$ cat src/rtl/apar_pkg.sv
package apar_pkg;

    typedef enum logic [1:0] {
        ST_IDLE       = 2'd0,
        ST_PAR_SINGLE = 2'd1,
        ST_PAR_FIRST  = 2'd2,
        ST_PAR_SECOND = 2'd3
    } apar_state_e;

    localparam int NSIDE    = 2;
    localparam int SIDE_PRI = 0;
    localparam int SIDE_SEC = 1;

endpackage

$ cat src/rtl/apar_side_fsm.sv
module apar_side_fsm
    import apar_pkg::*;
#(
    parameter int AD_W  = 32,
    parameter int CBE_W = 4
) (
    input  logic             clk,
    input  logic             rst_n,
    input  logic             addr_vld,
    input  logic             dual_addr,
    input  logic [AD_W-1:0]  ad,
    input  logic [CBE_W-1:0] cbe,
    input  logic             par,
    output logic             ape
);

    apar_state_e state_q, state_d;
    logic        exp_q, exp_d;
    logic        first_bad_q, first_bad_d;
    logic        phase_xor;

    assign phase_xor = ^{ad, cbe};

    always_ff @(posedge clk or negedge rst_n) begin
        if (!rst_n) begin
            state_q     <= ST_IDLE;
            exp_q       <= 1'b0;
            first_bad_q <= 1'b0;
        end else begin
            state_q     <= state_d;
            exp_q       <= exp_d;
            first_bad_q <= first_bad_d;
        end
    end

    always_comb begin
        state_d     = state_q;
        exp_d       = exp_q;
        first_bad_d = first_bad_q;
        unique case (state_q)
            ST_IDLE: begin
                if (addr_vld) begin
                    exp_d       = phase_xor;
                    first_bad_d = 1'b0;
                    state_d     = dual_addr ? ST_PAR_FIRST : ST_PAR_SINGLE;
                end
            end
            ST_PAR_SINGLE: state_d = ST_IDLE;
            ST_PAR_FIRST: begin
                first_bad_d = par ^ exp_q;
                exp_d       = phase_xor;
                state_d     = ST_PAR_SECOND;
            end
            ST_PAR_SECOND: state_d = ST_IDLE;
            default:       state_d = ST_IDLE;
        endcase
    end

    always_comb begin
        ape = 1'b0;
        unique case (state_q)
            ST_PAR_SINGLE: ape = par ^ exp_q;
            ST_PAR_SECOND: ape = first_bad_q | (par ^ exp_q);
            default:       ape = 1'b0;
        endcase
    end

endmodule

$ cat src/rtl/apar_sticky.sv
module apar_sticky (
    input  logic clk,
    input  logic rst_n,
    input  logic set,
    input  logic clr,
    output logic q
);

    always_ff @(posedge clk or negedge rst_n) begin
        if (!rst_n) q <= 1'b0;
        else        q <= set | (q & ~clr);
    end

endmodule

$ cat src/rtl/bridge_apar_top.sv
module bridge_apar_top
    import apar_pkg::*;
#(
    parameter int AD_W  = 32,
    parameter int CBE_W = 4
) (
    input  logic             clk,
    input  logic             rst_n,
    input  logic             pri_addr_vld,
    input  logic             pri_dual_addr,
    input  logic [AD_W-1:0]  pri_ad,
    input  logic [CBE_W-1:0] pri_cbe,
    input  logic             pri_par,
    input  logic             sec_addr_vld,
    input  logic             sec_dual_addr,
    input  logic [AD_W-1:0]  sec_ad,
    input  logic [CBE_W-1:0] sec_cbe,
    input  logic             sec_par,
    input  logic             cmd_perr_rsp,
    input  logic             cmd_serr_en,
    input  logic             bctl_perr_rsp,
    input  logic             serr_mask_pri,
    input  logic             serr_mask_sec,
    input  logic             pri_dpe_clr,
    input  logic             sec_dpe_clr,
    input  logic             pri_sse_clr,
    output logic             pri_claim_inhibit,
    output logic             sec_claim_inhibit,
    output logic             pri_dpe,
    output logic             sec_dpe,
    output logic             pri_sse,
    output logic             pri_serr_n
);

    logic [NSIDE-1:0] side_vld, side_dual, side_par, side_ape;
    logic [NSIDE-1:0] side_rsp, side_mask, side_clr, side_dpe, side_report;
    logic [AD_W-1:0]  side_ad  [NSIDE];
    logic [CBE_W-1:0] side_cbe [NSIDE];
    logic [NSIDE-1:0] inhibit_q;
    logic             serr_n_q;

    assign side_vld  = {sec_addr_vld, pri_addr_vld};
    assign side_dual = {sec_dual_addr, pri_dual_addr};
    assign side_par  = {sec_par, pri_par};
    assign side_rsp  = {bctl_perr_rsp, cmd_perr_rsp};
    assign side_mask = {serr_mask_sec, serr_mask_pri};
    assign side_clr  = {sec_dpe_clr, pri_dpe_clr};
    assign side_ad[SIDE_PRI]  = pri_ad;
    assign side_ad[SIDE_SEC]  = sec_ad;
    assign side_cbe[SIDE_PRI] = pri_cbe;
    assign side_cbe[SIDE_SEC] = sec_cbe;

    for (genvar g = 0; g < NSIDE; g++) begin : g_side
        apar_side_fsm #(.AD_W(AD_W), .CBE_W(CBE_W)) u_fsm (
            .clk       (clk),
            .rst_n     (rst_n),
            .addr_vld  (side_vld[g]),
            .dual_addr (side_dual[g]),
            .ad        (side_ad[g]),
            .cbe       (side_cbe[g]),
            .par       (side_par[g]),
            .ape       (side_ape[g])
        );

        assign side_report[g] = side_ape[g] & cmd_serr_en & side_rsp[g] & ~side_mask[g];

        apar_sticky u_dpe (
            .clk   (clk),
            .rst_n (rst_n),
            .set   (side_ape[g]),
            .clr   (side_clr[g]),
            .q     (side_dpe[g])
        );
    end

    apar_sticky u_sse (
        .clk   (clk),
        .rst_n (rst_n),
        .set   (|side_report),
        .clr   (pri_sse_clr),
        .q     (pri_sse)
    );

    always_ff @(posedge clk or negedge rst_n) begin
        if (!rst_n) begin
            inhibit_q <= '0;
            serr_n_q  <= 1'b1;
        end else begin
            inhibit_q <= side_ape & side_rsp;
            serr_n_q  <= ~(|side_report);
        end
    end

    assign pri_claim_inhibit = inhibit_q[SIDE_PRI];
    assign sec_claim_inhibit = inhibit_q[SIDE_SEC];
    assign pri_dpe           = side_dpe[SIDE_PRI];
    assign sec_dpe           = side_dpe[SIDE_SEC];
    assign pri_serr_n        = serr_n_q;

endmodule

$ cat config.mk
export PLATFORM = sky130hd
export DESIGN_NAME = bridge_apar_top
export DESIGN_NICKNAME = d
export VERILOG_FILES = /design/src/rtl/apar_pkg.sv /design/src/rtl/apar_side_fsm.sv /design/src/rtl/apar_sticky.sv /design/src/rtl/bridge_apar_top.sv
export SDC_FILE = /design/constraint.sdc
export NUM_CORES = 1
export LEC_CHECK = 0
export BUFFER_PORTS_ARGS = -buffer_cell sky130_fd_sc_hd__buf_2
export CAP_MARGIN = 0
export CELL_PAD_IN_SITES_DETAIL_PLACEMENT = 1
export CELL_PAD_IN_SITES_GLOBAL_PLACEMENT = 1
export CORE_ASPECT_RATIO = 1.1
export CORE_UTILIZATION = 27
export CTS_CLUSTER_SIZE = 40
export DETAILED_ROUTE_END_ITERATION = 10
export GPL_TIMING_DRIVEN = 0
export PLACE_DENSITY_LB_ADDON = 0.1
export SLEW_MARGIN = 0
export SYNTH_ARGS = -nofsm -noshare
export SYNTH_HDL_FRONTEND = slang
export SYNTH_SLANG_ARGS = --single-unit
export TNS_END_PERCENT = 1
$ cat constraint.sdc
create_clock -name clk -period 1.3 [get_ports clk]
set_input_delay 0.26 -clock clk [delete_from_list [all_inputs] [get_ports clk]]
set_output_delay 0.26 -clock clk [all_outputs]
set_load 0.01 [all_outputs]
==> impl_summary.log <==
[metrics] hold crit path type: in -> reg
[metrics] most instantiated cells after synthesis: 62 x xnor2_1, 13 x dfrtp_1, 9 x nand2_1, 7 x inv_1, 6 x xor2_1
[metrics] Net Sw Power: 0.7841 mW
[metrics] sequential-to-total area share from yosys stat: 29.89%
[metrics] largest voltage drop on the vdd net: 0.3756 mV
[metrics] static power due to leakage: 0.9293 nW
[metrics] share of total power in combinational logic: 51.8%
[metrics] endpoint kind of the worst setup timing path: register
[metrics] crit path kind: in -> reg
[metrics] I/O Buffers: 93
[metrics] CP arrival: 1.48 ns
[metrics] depth of the CTS H-tree: 1
[metrics] area of the multi-input gates: 865.8 um2
[metrics] first-pass GRT wire length: 4823 um
[metrics] internal power consumption: 1.614 mW
[metrics] CTS Buf Count: 3
[metrics] fraction of layout instances using a drive strength above 1: 48.64%
[metrics] number of antenna violations at the first check in global routing: 0
[metrics] Initial Utilization: 29.01%
[metrics] most frequent cell after synthesis: xnor2_1
[metrics] synth top area cells: xnor2_1 46%, dfrtp_1 28%, xor2_1 4.5%, xnor3_1 3.8%, nand2_1 2.9%
[metrics] number of nets in the final layout: 309
[metrics] RSZ-0062 raised after global routing: true
[metrics] pin count of the biggest net entering global routing: 15
[metrics] Cell variety after synth: 16
[metrics] Maximum Capacitance Violations: 0
[metrics] FMAX: 737.2 MHz
[metrics] Die ar.: 4624 um2
[metrics] post-route worst hold slack: 0.1621 ns
[metrics] max-slew violation count: 0
[metrics] type of origin of the critical path: input port
[metrics] placed wire-length estimate after detailed placement: 2616 um
[metrics] worst-case clock skew: 0.001014 ns
[metrics] Max Fanout on Critical Path: 1
[metrics] area fraction of the dominant cell type after synthesis: 46.17%
[metrics] violated checks: setup timing
[metrics] post-DR wirelength/cell: 10.75 um
[metrics] most used flip-flop cell after synthesis: dfrtp_1
[metrics] required time at the endpoint of the critical path: 1.42 ns
[metrics] number of detailed-route iterations in the first pass: 2
[metrics] Total Routed Length: 2923 um
[metrics] share of async-settable or async-resettable flops after synthesis: 100.0%
[metrics] number of enable flip-flop cells after synthesis: 0
[metrics] average footprint of a synthesized cell: 9.640 um2
[metrics] Cell Pwr Density: 1291 nW/um2
[metrics] Final Hold Vio Count: 0
[metrics] initial detailed-routing violation count: 26
[metrics] number of buffers on the longest clock path: 2
[metrics] CTS sink count: 14
[metrics] overall track demand over capacity in global routing: 13.14%
[metrics] CTS Root Buffer Type: clkbuf_8
[metrics] placer's final routability congestion estimate: 0.6788
[metrics] Post-Synthesis Net Count: 210
[metrics] area of all sequential standard cells: 351.6 um2
[metrics] Cells after Synth: 122
[metrics] worst-margin pin slew: 0.3079 ns
[metrics] sequential share of power: 31.0%
[metrics] later-pin clock latency in the skew report: 0.24 ns
[metrics] vias in the first global route: 1,225
[metrics] Layout fillers: 509
[metrics] worst slew margin relative to its limit: 79.47%
[metrics] Die X: 64.93 um
[metrics] total I/O pin count: 94
[metrics] Synthesis Warnings: 0
[metrics] number of antenna repair diodes: 0
[metrics] CTS tree: built
[metrics] Area growth syn-to-layout: 57.98%
[metrics] pre-CTS setup slack: -0.3589 ns
[metrics] standard-cell rows: 24
[metrics] remaining global-route overflow: 0
[metrics] final routed DRC violation total: 0
[metrics] summed instance area of the synthesized netlist: 1176 um2
[metrics] time the final worst path needs with I/O delays and setup: 1.357 ns
[metrics] die height: 71.22 um
[metrics] clk slew on worst S/H paths: 0.06 ns
[metrics] final clock period utilization by the worst path: 104.4%
[metrics] vias per inst: 4.129
[metrics] clock power share: 17.2%
[metrics] flip-flop and latch count after synthesis: 14
[metrics] CORE AREA: 4054 um2
[metrics] final number of setup-violating endpoints: 2
[metrics] number of vias after detailed routing: 1,123
[metrics] outcome: finished with violations
[metrics] PnR worst setup slack: -0.05657 ns
[metrics] number of nets with antenna violations after routing: 0
[metrics] most area-hungry cell type in the Yosys netlist: xnor2_1
[metrics] Sw Ratio: 32.69%
registers in the layout, indices dropped and copies added, names as in the netlist:
name and count:
g_side.u_fsm.first_bad_q 2, g_side.u_dpe.q 2, pri_serr_n 1, g_side.u_fsm.state_q 4, inhibit_q 2, u_sse.q 1
g_side.u_fsm.exp_q 2
per-stage QoR:
stage | setup TNS (ns) | util (%) | cells | power (mW) | area, um2
finish | -0.1096 | 45.83 | 272 | 2.398 | 1858
global route | -0.3991 | 45.83 | 272 | 2.607 | 1858
CTS | -0.1572 | 45.65 | 272 | 2.438 | 1851
detailed placement | -0.7361 | 42.47 | 267 | 1.987 | 1722
global placement | -0.6762 | 42.47 | 267 | 1.940 | 1722
floorplan | -0.2555 | - | 122 | 1.626 | 1191
final timing paths:
kind                                       start  slack (ns)  depth (start not counted)                     to
max                                   pri_ad[26]       -0.06                          7  g_side[0].u_fsm.exp_q
min                                  cmd_serr_en        0.16                          2             pri_serr_n
max reg2reg                g_side[0].u_fsm.exp_q        0.08                          6                u_sse.q
min reg2reg                    g_side[0].u_dpe.q        0.48                          1      g_side[0].u_dpe.q
max in group asynchronous                  rst_n        0.57                          2             pri_serr_n
min in group asynchronous                  rst_n        0.45                          2           inhibit_q[1]
power by group through the flow:
stage                     combinational, mW  sequential [mW]  clock, mW
after floorplan                       0.875            0.751          0
after global placement                 1.20            0.740          0
after detailed placement               1.23            0.754          0
after CTS                              1.27            0.749      0.420
after global routing                   1.39            0.776      0.444
final                                  1.24            0.745      0.412
timing repair:
item / in CTS / in global routing
cloned: 0 / 0
pin swaps: 4 / 2
setup endpoints to repair: 3 / 4
hold endpoints to repair: 13 / 0
gates resized for setup: 10 / 2
buffers inserted: 0 / 0
hold buffers: 1 / 0
critical path: stages:
cell	delay, ns
buf_2	0.12
xnor2_2	0.16
xnor2_1	0.15
xnor2_1	0.14
xnor3_1	0.42
xnor2_1	0.15
o21ai_1	0.07
placed cells by master, fill, tap and decap left out, types with 4 or more instances in the layout:
master    Yosys  layout
buf_2         0      90
xnor2_1      62      53
dfrtp_1      13      13
nand2_1       9       9
xnor2_2       0       9
inv_1         7       7
xor2_1        6       6
a21oi_1       4       4
nor2_1        4       4
clkbuf_8      0       4
kinds of logic (layout without fill, tap and decap cells):
group | Yosys count | after routing | share of synthesized area (%)
flops | 14 | 14 | 29.89
simple gates | 15 | 15 | 5.212
buf+inv | 7 | 105 | 2.234
xor+xnor | 70 | 70 | 54.47
compound gates | 16 | 16 | 8.190
layer usage:
metal  GRT usage, %  wire length (um)  share of wire, %
met4          2.963                10              0.34
met5              0                 0                 0
met2          27.89              1720                59
met3          1.433               189               6.5
met1          13.03              1002                34
layout make-up:
class | count | area share [%]
repair buffers | 94 | 26.60
clock buffers | 4 | 2.963
well taps | 52 | 3.502
inverters | 7 | 1.414
multi-input cells | 101 | 46.60
flip-flops and latches | 14 | 18.92
Note: power is estimated with default switching activity, not from simulation.
